**config.mk**
```make
export PLATFORM = sky130hd
export DESIGN_NAME = mc_pwm_core
export DESIGN_NICKNAME = d
export VERILOG_FILES = /design/src/rtl/mc_pwm_pkg.sv /design/src/rtl/mc_pwm_regs.sv /design/src/rtl/mc_pwm_counter.sv /design/src/rtl/mc_pwm_outs.sv /design/src/rtl/mc_pwm_core.sv
export SDC_FILE = /design/constraint.sdc
export NUM_CORES = 1
export LEC_CHECK = 0
export BUFFER_PORTS_ARGS = -buffer_cell sky130_fd_sc_hd__buf_2
export CORE_ASPECT_RATIO = 1.75
export CORE_MARGIN = 2
export CORE_UTILIZATION = 58
export CTS_CLUSTER_DIAMETER = 200
export CTS_CLUSTER_SIZE = 30
export DETAILED_ROUTE_END_ITERATION = 16
export PLACE_DENSITY = 0.89
export SYNTH_ARGS = -nofsm -noshare
export SYNTH_HDL_FRONTEND = slang
export SYNTH_SLANG_ARGS = --single-unit
```
**constraint.sdc**
```tcl
create_clock -name clk_i -period 2.9 [get_ports clk_i]
set_input_delay 0.87 -clock clk_i [delete_from_list [all_inputs] [get_ports clk_i]]
set_output_delay 0.87 -clock clk_i [all_outputs]
set_load 0.02 [all_outputs]
```
**src/rtl/mc_pwm_pkg.sv**
```systemverilog
package mc_pwm_pkg;
  typedef enum logic [1:0] {
    ADDR_CFG  = 2'd0,
    ADDR_CTRL = 2'd1,
    ADDR_MODE = 2'd2,
    ADDR_MASK = 2'd3
  } reg_addr_e;

  typedef struct packed {
    logic lock;
    logic dbg_run;
    logic wait_run;
    logic edge_al;
    logic top_neg;
    logic sec_en;
  } cfg_t;
endpackage

```
**src/rtl/mc_pwm_regs.sv**
```systemverilog
module mc_pwm_regs
  import mc_pwm_pkg::*;
#(
  parameter int NPAIR  = 3,
  parameter int DATA_W = 8,
  parameter int SEL_W  = 2
) (
  input  logic                 clk_i,
  input  logic                 rst_ni,
  input  logic                 wr_en_i,
  input  logic [1:0]           addr_i,
  input  logic [DATA_W-1:0]    wdata_i,
  output logic [DATA_W-1:0]    rdata_o,
  output cfg_t                 cfg_o,
  output logic [NPAIR-1:0]     swap_o,
  output logic [SEL_W-1:0]     sel_o,
  output logic [2*NPAIR-1:0]   mask_o
);
  localparam int NCH   = 2 * NPAIR;
  localparam int SEL_LO = 4;

  cfg_t               cfg_q;
  logic [NPAIR-1:0]   swap_q;
  logic [SEL_W-1:0]   sel_q;
  logic [NCH-1:0]     mask_q;
  reg_addr_e          addr;

  assign addr = reg_addr_e'(addr_i);

  always_ff @(posedge clk_i or negedge rst_ni) begin
    if (!rst_ni) begin
      cfg_q  <= '0;
      swap_q <= '0;
      sel_q  <= '0;
      mask_q <= '0;
    end else if (wr_en_i) begin
      unique case (addr)
        ADDR_CFG: begin
          cfg_q.lock     <= cfg_q.lock | wdata_i[0];
          cfg_q.dbg_run  <= wdata_i[1];
          cfg_q.wait_run <= wdata_i[2];
        end
        ADDR_CTRL: if (!cfg_q.lock) begin
          cfg_q.edge_al <= wdata_i[0];
          cfg_q.top_neg <= wdata_i[1];
          cfg_q.sec_en  <= wdata_i[3];
        end
        ADDR_MODE: if (!cfg_q.sec_en) begin
          swap_q <= wdata_i[NPAIR-1:0];
          sel_q  <= wdata_i[SEL_LO +: SEL_W];
        end
        ADDR_MASK: mask_q <= wdata_i[NCH-1:0];
        default: ;
      endcase
    end
  end

  always_comb begin
    rdata_o = '0;
    unique case (addr)
      ADDR_CFG: begin
        rdata_o[0] = cfg_q.lock;
        rdata_o[1] = cfg_q.dbg_run;
        rdata_o[2] = cfg_q.wait_run;
      end
      ADDR_CTRL: begin
        rdata_o[0] = cfg_q.edge_al;
        rdata_o[1] = cfg_q.top_neg;
        rdata_o[3] = cfg_q.sec_en;
      end
      ADDR_MODE: begin
        rdata_o[NPAIR-1:0]       = swap_q;
        rdata_o[SEL_LO +: SEL_W] = sel_q;
      end
      ADDR_MASK: rdata_o[NCH-1:0] = mask_q;
      default: ;
    endcase
  end

  assign cfg_o  = cfg_q;
  assign swap_o = swap_q;
  assign sel_o  = sel_q;
  assign mask_o = mask_q;

  assert_lock_sticky_R9: assert property (@(posedge clk_i) disable iff (!rst_ni)
    cfg_q.lock |=> cfg_q.lock);
  assert_ctrl_frozen_R9: assert property (@(posedge clk_i) disable iff (!rst_ni)
    cfg_q.lock |=> $stable({cfg_q.edge_al, cfg_q.top_neg, cfg_q.sec_en}));
  assert_mode_frozen_R10: assert property (@(posedge clk_i) disable iff (!rst_ni)
    cfg_q.sec_en |=> $stable({swap_q, sel_q}));
endmodule

```
**src/rtl/mc_pwm_counter.sv**
```systemverilog
module mc_pwm_counter #(
  parameter int CNT_W  = 8,
  parameter int PERIOD = 10
) (
  input  logic             clk_i,
  input  logic             rst_ni,
  input  logic             edge_al_i,
  output logic [CNT_W-1:0] cnt_o,
  output logic             bound_o
);
  localparam logic [CNT_W-1:0] LAST = CNT_W'(PERIOD - 1);
  localparam logic [CNT_W-1:0] TOP  = CNT_W'(PERIOD);
  localparam logic [CNT_W-1:0] ONE  = CNT_W'(1);

  logic [CNT_W-1:0] cnt_q;
  logic             down_q;

  always_ff @(posedge clk_i or negedge rst_ni) begin
    if (!rst_ni) begin
      cnt_q  <= '0;
      down_q <= 1'b0;
    end else if (edge_al_i) begin
      down_q <= 1'b0;
      cnt_q  <= (cnt_q >= LAST) ? '0 : cnt_q + ONE;
    end else if (!down_q) begin
      if (cnt_q >= TOP) begin
        down_q <= 1'b1;
        cnt_q  <= LAST;
      end else begin
        cnt_q <= cnt_q + ONE;
      end
    end else if (cnt_q <= ONE) begin
      down_q <= 1'b0;
      cnt_q  <= '0;
    end else begin
      cnt_q <= cnt_q - ONE;
    end
  end

  // period end: next count is 0
  assign bound_o = edge_al_i ? (cnt_q >= LAST) : (down_q && cnt_q <= ONE);
  assign cnt_o   = cnt_q;

  assert_cnt_range_R3: assert property (@(posedge clk_i) disable iff (!rst_ni)
    cnt_q <= TOP);
  assert_edge_wrap_R2: assert property (@(posedge clk_i) disable iff (!rst_ni)
    (edge_al_i && cnt_q == LAST) |=> cnt_q == '0);
endmodule

```
**src/rtl/mc_pwm_outs.sv**
```systemverilog
module mc_pwm_outs #(
  parameter int NPAIR = 3,
  parameter int CNT_W = 8
) (
  input  logic [CNT_W-1:0]       cnt_i,
  input  logic [NPAIR*CNT_W-1:0] duty_i,
  input  logic [NPAIR-1:0]       swap_i,
  input  logic [2*NPAIR-1:0]     mask_i,
  input  logic                   top_neg_i,
  input  logic                   gate_i,
  output logic [2*NPAIR-1:0]     pwm_o
);
  for (genvar p = 0; p < NPAIR; p++) begin : g_pair
    logic act, act_top, act_bot;
    assign act     = cnt_i < duty_i[p*CNT_W +: CNT_W];
    assign act_top = (swap_i[p] ? ~act : act) & ~gate_i & ~mask_i[2*p];
    assign act_bot = (swap_i[p] ? act : ~act) & ~gate_i & ~mask_i[2*p+1];
    assign pwm_o[2*p]   = act_top ^ top_neg_i;
    assign pwm_o[2*p+1] = act_bot;
  end
endmodule

```
**src/rtl/mc_pwm_core.sv**
```systemverilog
module mc_pwm_core
  import mc_pwm_pkg::*;
#(
  parameter int NPAIR  = 3,
  parameter int CNT_W  = 8,
  parameter int PERIOD = 10,
  parameter int DATA_W = 8
) (
  input  logic                   clk_i,
  input  logic                   rst_ni,
  input  logic                   wr_en_i,
  input  logic [1:0]             addr_i,
  input  logic [DATA_W-1:0]      wdata_i,
  output logic [DATA_W-1:0]      rdata_o,
  input  logic                   dbg_i,
  input  logic                   wait_i,
  input  logic [NPAIR*CNT_W-1:0] duty_i,
  output logic [2*NPAIR-1:0]     pwm_o
);
  localparam int SEL_W = 2;

  cfg_t                   cfg;
  logic [NPAIR-1:0]       swap;
  logic [SEL_W-1:0]       sel;
  logic [2*NPAIR-1:0]     mask;
  logic [CNT_W-1:0]       cnt;
  logic                   bound, freeze, gate, load;
  logic [NPAIR*CNT_W-1:0] duty_src, duty_act_q;

  mc_pwm_regs #(.NPAIR(NPAIR), .DATA_W(DATA_W), .SEL_W(SEL_W)) u_regs (
    .clk_i, .rst_ni, .wr_en_i, .addr_i, .wdata_i, .rdata_o,
    .cfg_o(cfg), .swap_o(swap), .sel_o(sel), .mask_o(mask)
  );

  mc_pwm_counter #(.CNT_W(CNT_W), .PERIOD(PERIOD)) u_cnt (
    .clk_i, .rst_ni, .edge_al_i(cfg.edge_al), .cnt_o(cnt), .bound_o(bound)
  );

  assign freeze = dbg_i | wait_i;
  assign gate   = (dbg_i & ~cfg.dbg_run) | (wait_i & ~cfg.wait_run);
  assign load   = bound & ~freeze;

  // duty source: 0 = own pair, s = pair s-1 for all
  always_comb begin
    for (int p = 0; p < NPAIR; p++) begin
      if (sel == '0 || int'(sel) > NPAIR)
        duty_src[p*CNT_W +: CNT_W] = duty_i[p*CNT_W +: CNT_W];
      else
        duty_src[p*CNT_W +: CNT_W] = duty_i[(int'(sel)-1)*CNT_W +: CNT_W];
    end
  end

  always_ff @(posedge clk_i or negedge rst_ni) begin
    if (!rst_ni) duty_act_q <= '0;
    else if (load) duty_act_q <= duty_src;
  end

  mc_pwm_outs #(.NPAIR(NPAIR), .CNT_W(CNT_W)) u_outs (
    .cnt_i(cnt), .duty_i(duty_act_q), .swap_i(swap), .mask_i(mask),
    .top_neg_i(cfg.top_neg), .gate_i(gate), .pwm_o
  );

  assert_freeze_hold_R8: assert property (@(posedge clk_i) disable iff (!rst_ni)
    freeze |=> $stable(duty_act_q));
  assert_gate_bottom_low_R6: assert property (@(posedge clk_i) disable iff (!rst_ni)
    (dbg_i && !cfg.dbg_run) |-> (pwm_o & {NPAIR{2'b10}}) == '0);
  assert_gate_bottom_low_R7: assert property (@(posedge clk_i) disable iff (!rst_ni)
    (wait_i && !cfg.wait_run) |-> (pwm_o & {NPAIR{2'b10}}) == '0);
endmodule

```
==> impl_metrics.ini, run 1 <==
[outcome]
outcome = finished with violations
violations = setup timing

[worst_setup_path]
crit_family = simple AND/OR/NAND/NOR gates
critical_path.endpoint_type = primary output
startpoint_of_the_most_critical_register_to_register_path = u_cnt.cnt_o[1]$_DFF_PN0_
worst_setup_path_start_kind = primary input
timing.critical_path.slowest_stage_cell = sky130_fd_sc_hd__nor4_1
critical_path.max_fanout = 4
critPathMaxStageDelay_ps = 420
r2r.worst_path.cells = 9
ff2ff_setup_slack_ps = 240
reg2reg_to = duty_act_q[14]$_DFFE_PN0P_
crit_type = in -> out
worst-path-buf-inv = 2
timing.critical_path.cells = buf_2 > nor2b_2 > nor4_1 > o21ai_0 > o31a_1 > nand4_1 > buf_6
cp_data_required_time_ps = 2030
arrival_ps = 2160

[global_route]
grt_pass1_wl_microns = 15000
global_route_met2_utilization_pct = 52.3
number_of_antenna_violations_at_the_first_check_in_global_routing = 0
globalRoute.totalOverflow = 0
grt_pass1_vias = 3238
use_met3_pct = 4.44
largest_net_degree_at_the_start_of_global_routing = 31
grt_use_met1_pct = 31.2
grt.busiest_layer = met2
grt_usage_pct = 29.0

[hold_path]
min_from = u_regs.cfg_o[5]$_DFFE_PN0P_
min-delay-path-class = reg -> reg
whs_path_depth = 1
end_point_of_the_most_critical_hold_path = u_regs.cfg_o[5]$_DFFE_PN0P_

[routing]
vias_per_cell = 6.32
wl_per_cell_microns = 20.2
remaining_antenna_violation_count = 0
remaining_drc_errors = 0
drtIter0Drc = 187
detailroute.via_count = 3232
detail_route.first_pass.iterations = 5
detail_route.wirelength_microns = 10300

[clock_network]
cts-root-buf = sky130_fd_sc_hd__clkbuf_8
tritoncts_num_sinks = 50
tritoncts = built
cts_hold_buf = 0
clk_pin_slew_ps = 90
cts_made_buffers = 5
worstSkewPairLatency_ps = 310
cts_buffer_depth = 2
htreeDepth = 2

[yosys]
synth_enable_flop_cells = 0
synth_simple_gate_area_share_pct = 15.6
synth-xor-area-share_pct = 2.02
synth_compound_area_share_pct = 14.1
synth-async-reset-ratio_pct = 100
synth-warning-count = 0
combinational_family_with_the_most_area_after_synthesis = multiplexers
synthesis.area_per_instance_sq_um = 9.35
synth_seq_area_share_pct = 36.1
post_synth_instance_area_sq_mm = 0.00347
synthCells = 371
synth.mux.area_fraction_pct = 16.5
synth-adder-area-share_pct = 9.38
yosysUniqueCellTypes = 40
synth-main-ff-cell = sky130_fd_sc_hd__dfrtp_1
number_of_synthesized_register_bits = 50

[floorplanning]
io_pins = 53
floorplan.die_area_sq_mm = 0.00664
die-width_microns = 62.5
fp.coreArea_sq_mm = 0.00583
floorplan.initialDensity_pct = 59.5
core.rowCount = 37
die_height_microns = 106

[placed_design]
weighted_congestion_reported_at_the_end_of_routability_driven_placement = 0.874
placed_cell_area_sq_mm = 0.00386
detailedPlacementHpwl_microns = 6360
io_buffers = 48

[job]
timing.max_cap.violations = 0

[sta]
max_freq_mhz = 330
fin_setup_tns_ps = -240
fin_skew_ps = 8.64
setup_repair_after_global_routing_missed_its_margin = yes
final.period_utilization_pct = 105
setup_viol = 5
timing.slew.headroom_pct = 54.8
setup_ws_ps = -132
slew_violations = 0
final_period_minus_worst_setup_slack_ps = 3030
tightestPinTransition_ps = 678
finalHoldViolCount = 0

[pwr]
p_per_area_mw_per_mm2 = 1050
power_leakage_uw = 0.00207
worst_ir_drop_vdd_v = 0.000800

[layout]
multiInputGateArea_sq_mm = 0.00233
finalInstanceArea_sq_mm = 0.00433
fillers = 380
n_antenna_cell = 0
layout-drive-gt1-share_pct = 36.3
fin_nets = 497
seq_cell_area_sq_mm = 0.00126
area_growth_syn_to_layout_pct = 24.9
-- cell usage after synthesis (10+ instances only) --
library cell,count,area [sq um]
sky130_fd_sc_hd__dfrtp_1,50,1250
sky130_fd_sc_hd__a21oi_1,39,195
sky130_fd_sc_hd__inv_1,29,109
sky130_fd_sc_hd__mux2i_1,29,290
sky130_fd_sc_hd__ha_1,26,325
sky130_fd_sc_hd__nor2_1,24,90.1
sky130_fd_sc_hd__o21ai_0,22,110
sky130_fd_sc_hd__mux2_2,21,236
sky130_fd_sc_hd__nand2_1,20,75.1
sky130_fd_sc_hd__clkbuf_1,12,45.0
sky130_fd_sc_hd__nor2b_1,10,62.6
sky130_fd_sc_hd__nor3_1,10,50.1
-- through the flow --
step | worst slack (ps) | hold WS [ps] | total power, uW | cells | utilization (%)
2_1_floorplan | 31.6 | 446 | 2780 | 372 | -
3_3_place_gp | -85.8 | 463 | 3250 | 500 | 66.2
3_5_place_dp | -99.6 | 473 | 3390 | 500 | 66.2
4_1_cts | -21.4 | 495 | 3990 | 508 | 70.3
5_1_grt | -218 | 543 | 4800 | 511 | 74.3
6_report | -132 | 501 | 4540 | 511 | 74.3
-- worst max-delay path by stage --
stage | startpoint | endpoint | slack (ps) | depth (start not counted)
after floorplan | dbg_i | pwm_o[4] | 30 | 6
after global placement | dbg_i | pwm_o[4] | -90 | 8
after detailed placement | dbg_i | pwm_o[0] | -100 | 7
after CTS | u_cnt.cnt_o[4]$_DFF_PN0_ | pwm_o[0] | -20 | 7
after global routing | dbg_i | pwm_o[0] | -220 | 7
final | dbg_i | pwm_o[0] | -130 | 7
-- registers in the layout (all words and copies together) (netlist names) --
| register | flops |
|---|---|
| u_cnt.down_q | 1 |
| duty_act_q | 24 |
| u_regs.mask_o | 6 |
| u_regs.sel_o | 2 |
| u_cnt.cnt_o | 8 |
| u_regs.swap_o | 3 |
| u_regs.cfg_o | 6 |
-- timing repair --
item,CTS,global route
setup endpoints to repair,6,6
hold endpoints to repair,0,0
pin swaps,4,15
gates cloned,0,0
setup buffers,0,3
gates resized for setup,39,40
-- cells in the final DEF (no fill, tap or decap), types with 3 or more instances in the layout --
| cell type | n |
|---|---|
| sky130_fd_sc_hd__inv_1 | 28 |
| sky130_fd_sc_hd__nand2_2 | 3 |
| sky130_fd_sc_hd__o31a_1 | 4 |
| sky130_fd_sc_hd__mux2i_1 | 29 |
| sky130_fd_sc_hd__dfrtp_1 | 46 |
| sky130_fd_sc_hd__a21oi_1 | 33 |
| sky130_fd_sc_hd__nand4_1 | 3 |
| sky130_fd_sc_hd__nor3b_1 | 5 |
| sky130_fd_sc_hd__buf_6 | 3 |
| sky130_fd_sc_hd__nor3_1 | 6 |
| sky130_fd_sc_hd__nor2_1 | 23 |
| sky130_fd_sc_hd__nor3_4 | 4 |
| sky130_fd_sc_hd__a31oi_1 | 3 |
| sky130_fd_sc_hd__o21ai_2 | 4 |
| sky130_fd_sc_hd__nand3_1 | 6 |
| sky130_fd_sc_hd__nand2_1 | 13 |
| sky130_fd_sc_hd__a21oi_2 | 5 |
| sky130_fd_sc_hd__mux2_2 | 21 |
| sky130_fd_sc_hd__xor2_1 | 4 |
| sky130_fd_sc_hd__o21ai_1 | 4 |
| sky130_fd_sc_hd__a22oi_1 | 7 |
| sky130_fd_sc_hd__ha_1 | 17 |
| sky130_fd_sc_hd__clkbuf_8 | 6 |
| sky130_fd_sc_hd__o21ai_0 | 13 |
| sky130_fd_sc_hd__xnor2_1 | 4 |
| sky130_fd_sc_hd__nor4_1 | 4 |
| sky130_fd_sc_hd__nand2_4 | 5 |
| sky130_fd_sc_hd__nand2b_1 | 4 |
| sky130_fd_sc_hd__buf_4 | 27 |
| sky130_fd_sc_hd__nor2b_1 | 8 |
| sky130_fd_sc_hd__o21a_1 | 3 |
| sky130_fd_sc_hd__dfrtp_2 | 4 |
| sky130_fd_sc_hd__buf_2 | 42 |
| sky130_fd_sc_hd__ha_4 | 9 |
-- layout make-up --
class / count / share of cell area (%)
Clock buffer: 7 / 1.99
Clock inverter: 1 / 0.116
Inverter: 29 / 2.51
Multi-Input combinational cell: 274 / 53.8
Sequential cell: 50 / 29.0
Tap cell: 78 / 2.25
Timing Repair Buffer: 72 / 10.3
-- power breakdown --
group	switching, uW	internal (uW)	total, uW
sequential	263	979	1240
clock	239	193	432
combinational	1650	1210	2860
-- per-layer routing --
layer  up-vias  routed length, microns
li1       1441                       -
met1      1561                    3650
met2       172                    5520
met3        58                     524
met4         0                     609
met5         -                       0
-- cells by family after synthesis --
family,count (synthesis)
AND/OR/NAND/NOR,102
AO/OA/AOI/OAI,84
multiplexers,52
flip-flops,50
buffers and inverters,48
adder cells (fa/ha/maj),26
XOR/XNOR,8
other,1
No activity file was read; power rests on OpenSTA's default activity.
==> inputs of run 2 (changes only) <==
Settings changed: CORE_UTILIZATION 58 to 35, PLACE_DENSITY 0.89 to 0.62.
==> run 2 against run 1 <==
Against the previous run: the flow still finishes with violations (setup timing); register-to-register slack better by 180 ps; combinational power down 12%; first-iteration DRC count down 50%; core utilization down 29 points; via count down 11%; worst setup slack better by 130 ps; sequential power about the same; routed wire length down 14%; fmax up 4.5%; power down 4.5%.
==> impl_metrics.ini, run 2 (synthesized netlist as in run 1, its figures left out) <==
[clock_network]
tritoncts_num_sinks = 50
htreeDepth = 2
cts_made_buffers = 5
worstSkewPairLatency_ps = 290
cts-root-buf = sky130_fd_sc_hd__clkbuf_16
clk_pin_slew_ps = 60
cts_buffer_depth = 2
tritoncts = built

[pwr]
post-layout-total-power_uw = 4340
worst_ir_drop_vdd_v = 0.000553
power_leakage_uw = 0.00205
p_per_area_mw_per_mm2 = 989

[worst_setup_path]
cp_data_required_time_ps = 2030
critical_path.max_fanout = 4
timing.critical_path.cells = ha_4 > nand2_4 > nor3_4 > and2_4 > mux2i_1 > nand4_1 > buf_6
timing.critical_path.slowest_stage_cell = sky130_fd_sc_hd__dfrtp_2
ff2ff_setup_slack_ps = 420
critical_path.endpoint_type = primary output
arrival_ps = 2030
crit_type = reg -> out
worst_setup_path_start_kind = register
critPathMaxStageDelay_ps = 480

[floorplanning]
io_pins = 53
core.rowCount = 48
fp.coreArea_sq_mm = 0.00973
floorplan.die_area_sq_mm = 0.0108
floorplan.initialDensity_pct = 35.6
die_height_microns = 136
die-width_microns = 79.3

[routing]
detail_route.first_pass.iterations = 4
detail_route.wirelength_microns = 8870
vias_per_cell = 5.23
remaining_drc_errors = 0
remaining_antenna_violation_count = 0
detailroute.via_count = 2881
wl_per_cell_microns = 16.1
drtIter0Drc = 94

[layout]
multiInputGateArea_sq_mm = 0.00233
seq_cell_area_sq_mm = 0.00126
n_antenna_cell = 0
register_ranked_first_by_flip_flop_count = duty_act_q
area_growth_syn_to_layout_pct = 26.5
final_util_pct = 45.1
mostFrequentLayoutCells = sky130_fd_sc_hd__dfrtp_1, sky130_fd_sc_hd__buf_2, sky130_fd_sc_hd__a21oi_1
most_common_library_cell_in_the_layout_ignoring_fill_and_taps = sky130_fd_sc_hd__dfrtp_1
fin_nets = 491
final-instance-count-excl-fill = 551
layout-drive-gt1-share_pct = 34.3
largest_register_ff_count = 24
fillers = 934

[placed_design]
dp.cells = 539
weighted_congestion_reported_at_the_end_of_routability_driven_placement = 0.798
io_buffers = 48
detailedPlacementHpwl_microns = 6610

[global_route]
grt_pass1_wl_microns = 13700
globalRoute.totalOverflow = 0
grt_pass1_vias = 2837
largest_net_degree_at_the_start_of_global_routing = 51
grt_usage_pct = 16.6
number_of_antenna_violations_at_the_first_check_in_global_routing = 0

[sta]
max_freq_mhz = 345
finalHoldViolCount = 0
timing.slew.headroom_pct = 38.4
final.period_utilization_pct = 100
final_period_minus_worst_setup_slack_ps = 2900
setup_ws_ps = -0.213
setup_repair_after_global_routing_missed_its_margin = yes
setup_viol = 1
fin_skew_ps = 2.14
slew_violations = 0
tightestPinTransition_ps = 924

[hold_path]
min-delay-path-class = reg -> reg

[outcome]
violations = setup timing
outcome = finished with violations

[job]
timing.max_cap.violations = 0
-- run 2: cell count changes in the layout (fill, tap and decap cells not counted), sizes merged --
| cell | delta |
|---|---|
| clkinv | -1 |
| buf | -6 |
-- run 2: worst paths after layout --
kind | cells after the start | end | startpoint
worst max-delay path | 7 | pwm_o[4] | u_cnt.cnt_o[5]$_DFF_PN0_
worst min-delay path | 1 | u_regs.cfg_o[5]$_DFFE_PN0P_ | u_regs.cfg_o[5]$_DFFE_PN0P_
worst max register to register | 7 | duty_act_q[0]$_DFFE_PN0P_ | u_regs.sel_o[0]$_DFFE_PN0P_
worst min register to register | 1 | u_regs.cfg_o[5]$_DFFE_PN0P_ | u_regs.cfg_o[5]$_DFFE_PN0P_
max in group asynchronous | 2 | u_cnt.cnt_o[6]$_DFF_PN0_ | rst_ni
min in group asynchronous | 2 | duty_act_q[14]$_DFFE_PN0P_ | rst_ni
-- run 2: critical path: cells and delay by family, from the launching register on --
kind,cells,cell delay (ps)
muxes,1,190
buffers and inverters,1,170
adders and majority gates,1,310
and+or+nand+nor,4,580
DFF,1,480
-- run 2: report_power, final --
part           switching [uW]  internal [uW]
combinational            1410           1120
sequential                265            980
clock                     242            316
-- run 2: metrics by stage --
| step | setup slack (ps) | area [sq um] | hold WS [ps] | setup TNS, ps |
|---|---|---|---|---|
| after floorplan | 31.6 | 3470 | 446 | 0 |
| after global placement | -111 | 3860 | 475 | -215 |
| after detailed placement | -132 | 3860 | 489 | -239 |
| after CTS | -39.0 | 4090 | 504 | -71.0 |
| after global routing | -62.3 | 4390 | 541 | -229 |
| final | -0.213 | 4390 | 509 | -0.213 |
-- run 2: timing repair --
item                       4_1_cts  5_1_grt
cloned                           0        0
resized for setup               25       51
setup endpoints to repair        6        6
buffers inserted                 3        2
pin swaps                        2       18
hold buffers                     0        0
-- run 2: area by class of cell --
class,instances,area share (%)
multi-input combinational,274,53.1
sequential,50,28.7
timing repair buffer,66,9.13
tap,125,3.57
clock buffer,7,3.02
inverter,29,2.48
-- run 2: per-layer routing --
layer | vias up | global-route usage, % | wire (microns) | share of wire (%)
met1 | 1395 | 16.9 | 3160 | 36
met4 | 0 | 6.51 | 257 | 2.9
li1 | 1421 | - | - | -
met5 | - | 0 | 0 | 0
met3 | 20 | 2.07 | 182 | 2.1
met2 | 45 | 33.1 | 5270 | 59
==> inputs of run 3 (changes only) <==
Settings changed: ABC_AREA set to 1.
==> run 3 against run 2 <==
Against the previous run: the flow now finishes without violations; flip-flop and latch count is the same; die area shrank 1.8%; via count grew 5.5%; worst hold slack lost 24 ps; combinational power shrank 74%; synthesized cell count grew 19%; core utilization shrank 3.3 points; clock power grew 7.2%; first-iteration DRC count grew 7.4%; power shrank 52%; fmax grew 3.5%; final area shrank 9.8%; critical endpoint is now pwm_o[1]; largest power group is now registers.
==> impl_metrics.ini, run 3 <==
[outcome]
outcome = completed

[yosys]
synth_compound_area_share_pct = 19.6
yosysUniqueCellTypes = 31
synth_seq_area_share_pct = 36.8
yosys.cell_count.top_type = sky130_fd_sc_hd__nand2_1
number_of_synthesized_register_bits = 50
synth-main-ff-cell = sky130_fd_sc_hd__dfrtp_1
synthesis.area_per_instance_sq_um = 7.68
synthTopCellsByArea = sky130_fd_sc_hd__dfrtp_1, sky130_fd_sc_hd__ha_1, sky130_fd_sc_hd__nand2_1, sky130_fd_sc_hd__inv_1, sky130_fd_sc_hd__a21oi_1
synth-async-reset-ratio_pct = 100
synthCells = 443
post_synth_instance_area_sq_mm = 0.00340
synth-xor-area-share_pct = 1.80
synth-warning-count = 0
synth.mux.area_fraction_pct = 0.294
synth_common_cells = sky130_fd_sc_hd__nand2_1, sky130_fd_sc_hd__inv_1, sky130_fd_sc_hd__dfrtp_1
synth_top_cell_by_area = sky130_fd_sc_hd__dfrtp_1
yosys.area.top_type_share_pct = 36.8
synth_simple_gate_area_share_pct = 21.6
synth-adder-area-share_pct = 9.56
combinational_family_with_the_most_area_after_synthesis = simple AND/OR/NAND/NOR gates
synth_enable_flop_cells = 0

[routing]
drtIter0Drc = 101
wl_per_cell_microns = 13.7
vias_per_cell = 4.92
detailroute.via_count = 3040
remaining_antenna_violation_count = 0
detail_route.first_pass.iterations = 5
remaining_drc_errors = 0
detail_route.wirelength_microns = 8470

[layout]
mostFrequentLayoutCells = sky130_fd_sc_hd__nand2_1, sky130_fd_sc_hd__inv_1, sky130_fd_sc_hd__buf_2
n_antenna_cell = 0
fin_nets = 560
fillers = 960
largest_register_ff_count = 24
finalInstanceArea_sq_mm = 0.00396
most_common_library_cell_in_the_layout_ignoring_fill_and_taps = sky130_fd_sc_hd__nand2_1
final_util_pct = 41.8
layout-drive-gt1-share_pct = 24.2
register_ranked_first_by_flip_flop_count = duty_act_q
area_growth_syn_to_layout_pct = 16.3

[sta]
final.period_utilization_pct = 96.7
fin_setup_tns_ps = 0
setup_repair_after_global_routing_missed_its_margin = yes
slew_violations = 0
fin_skew_ps = 7.06
final_period_minus_worst_setup_slack_ps = 2800
max_freq_mhz = 357
setup_viol = 0
timing.slew.headroom_pct = 55.5
finalHoldViolCount = 0
tightestPinTransition_ps = 668

[worst_setup_path]
critPathMaxStageDelay_ps = 450
timing.critical_path.cells = ha_1 > nand2_1 > inv_1 > nor2_1 > o21a_1 > nand3_1 > a21oi_1 > buf_2
worst_setup_path_start_kind = register
worst-path-buf-inv = 2
critPathLaunch = u_cnt.cnt_o[7]$_DFF_PN0_
reg2reg_to = duty_act_q[4]$_DFFE_PN0P_
crit_type = reg -> out
r2r.worst_path.cells = 9
critical_path.endpoint_type = primary output
timing.critical_path.slowest_stage_cell = sky130_fd_sc_hd__dfrtp_2
cp_data_required_time_ps = 2030
arrival_ps = 1930
ff2ff_setup_slack_ps = 630
startpoint_of_the_most_critical_register_to_register_path = u_regs.sel_o[0]$_DFFE_PN0P_
critical_path.max_fanout = 5
crit_family = flip-flops

[placed_design]
io_buffers = 48
placed_cell_area_sq_mm = 0.00375
weighted_congestion_reported_at_the_end_of_routability_driven_placement = 0.882
detailedPlacementHpwl_microns = 6620

[clock_network]
worstSkewPairLatency_ps = 290
tritoncts = built
tritoncts_num_sinks = 50
clk_pin_slew_ps = 70
cts_buffer_depth = 2
cts_made_buffers = 5
htreeDepth = 2
cts-root-buf = sky130_fd_sc_hd__clkbuf_16
cts_hold_buf = 0

[hold_path]
whs_path_depth = 2
end_point_of_the_most_critical_hold_path = duty_act_q[6]$_DFFE_PN0P_
min_from = duty_act_q[6]$_DFFE_PN0P_
min-delay-path-class = reg -> reg

[global_route]
number_of_antenna_violations_at_the_first_check_in_global_routing = 0
globalRoute.totalOverflow = 0
grt_usage_pct = 16.4
grt_pass1_vias = 2927
grt_pass1_wl_microns = 13500
largest_net_degree_at_the_start_of_global_routing = 51

[floorplanning]
die_height_microns = 134
fp.coreArea_sq_mm = 0.00947
floorplan.initialDensity_pct = 35.9
io_pins = 53
core.rowCount = 47
floorplan.die_area_sq_mm = 0.0106
die-width_microns = 78.5

[pwr]
post-layout-total-power_uw = 2080
p_per_area_mw_per_mm2 = 525
worst_ir_drop_vdd_v = 0.000460
power_leakage_uw = 0.00197

[job]
timing.max_cap.violations = 0
run 3: changes by cell type in the layout (fill, tap and decap cells not counted), moves of 8 or more:
| cell | delta |
|---|---|
| sky130_fd_sc_hd__nand2_1 | +72 |
| sky130_fd_sc_hd__inv_1 | +30 |
| sky130_fd_sc_hd__mux2i_1 | -28 |
| sky130_fd_sc_hd__mux2_2 | -21 |
| sky130_fd_sc_hd__nand2_2 | +20 |
| sky130_fd_sc_hd__o21ai_0 | +17 |
| sky130_fd_sc_hd__o21ai_2 | +17 |
| sky130_fd_sc_hd__nand3_1 | +11 |
| sky130_fd_sc_hd__a21oi_1 | +10 |
| sky130_fd_sc_hd__ha_1 | +10 |
| sky130_fd_sc_hd__ha_4 | -10 |
| sky130_fd_sc_hd__nor2b_1 | -8 |
run 3: what timing repair did:
action                                  CTS  global route
setup buffers                             0             6
hold endpoints to repair                  0             0
pin swaps                                 0             0
resized for setup                         1             6
endpoints found under the setup margin    4             6
run 3: layout make-up:
class                           instances  area [sq um]  share of cell area, %
Multi-Input combinational cell        315          1820                   46.0
Sequential cell                        50          1260                   31.7
Timing Repair Buffer                   61           348                   8.79
Inverter                               62           233                   5.88
Tap cell                              122           153                   3.86
Clock buffer                            7           143                   3.60
Clock inverter                          1          5.00                  0.126
run 3: power breakdown:
part | leakage, uW | internal (uW) | switching, uW
logic | 0.00126 | 233 | 416
registers | 0.000644 | 776 | 55.5
clock network | 0.0000739 | 343 | 255
total | 0.00197 | 1350 | 727
run 3: worst reg2reg max path, stage by stage, from the launching register on:
cell and delay, ps:
sky130_fd_sc_hd__dfrtp_1 330, sky130_fd_sc_hd__buf_4 220, sky130_fd_sc_hd__inv_1 170, sky130_fd_sc_hd__ha_1 440, sky130_fd_sc_hd__clkinv_1 290, sky130_fd_sc_hd__nor2_1 170, sky130_fd_sc_hd__o21ai_0 90, sky130_fd_sc_hd__a21oi_1 220
sky130_fd_sc_hd__a21oi_1 130, sky130_fd_sc_hd__o21ai_2 160
run 3: stage by stage:
step / hold WS (ps) / cells / setup slack [ps]
CTS: 489 / 612 / 36.5
global placement: 470 / 604 / 155
finish: 485 / 618 / 97.1
floorplan: 453 / 444 / 525
detailed placement: 473 / 604 / 160
global route: 512 / 618 / -7.85
run 3: cells by family (layout without fill, tap and decap cells):
group,Yosys count,count (layout)
mux,1,1
compound gates,112,112
buf+inv,79,131
other cells,1,2
flops,50,50
xor+xnor,7,7
simple gates,167,167
fa+ha+maj,26,26
run 3: routing by layer:
metal | vias up | wire length, microns | global-route usage, %
li1 | 1545 | - | -
met1 | 1417 | 3000 | 16.0
met2 | 62 | 5010 | 33.2
met3 | 16 | 243 | 2.56
met4 | 0 | 213 | 6.34
met5 | - | 0 | 0
run 3: how the worst max path moves through the flow:
stage | cells after the start | to | slack [ps]
3_3_place_gp | 8 | pwm_o[1] | 150
4_1_cts | 8 | pwm_o[1] | 40
6_report | 8 | pwm_o[1] | 100
5_1_grt | 11 | pwm_o[4] | -8
3_5_place_dp | 8 | pwm_o[1] | 160
2_1_floorplan | 3 | rdata_o[4] | 530
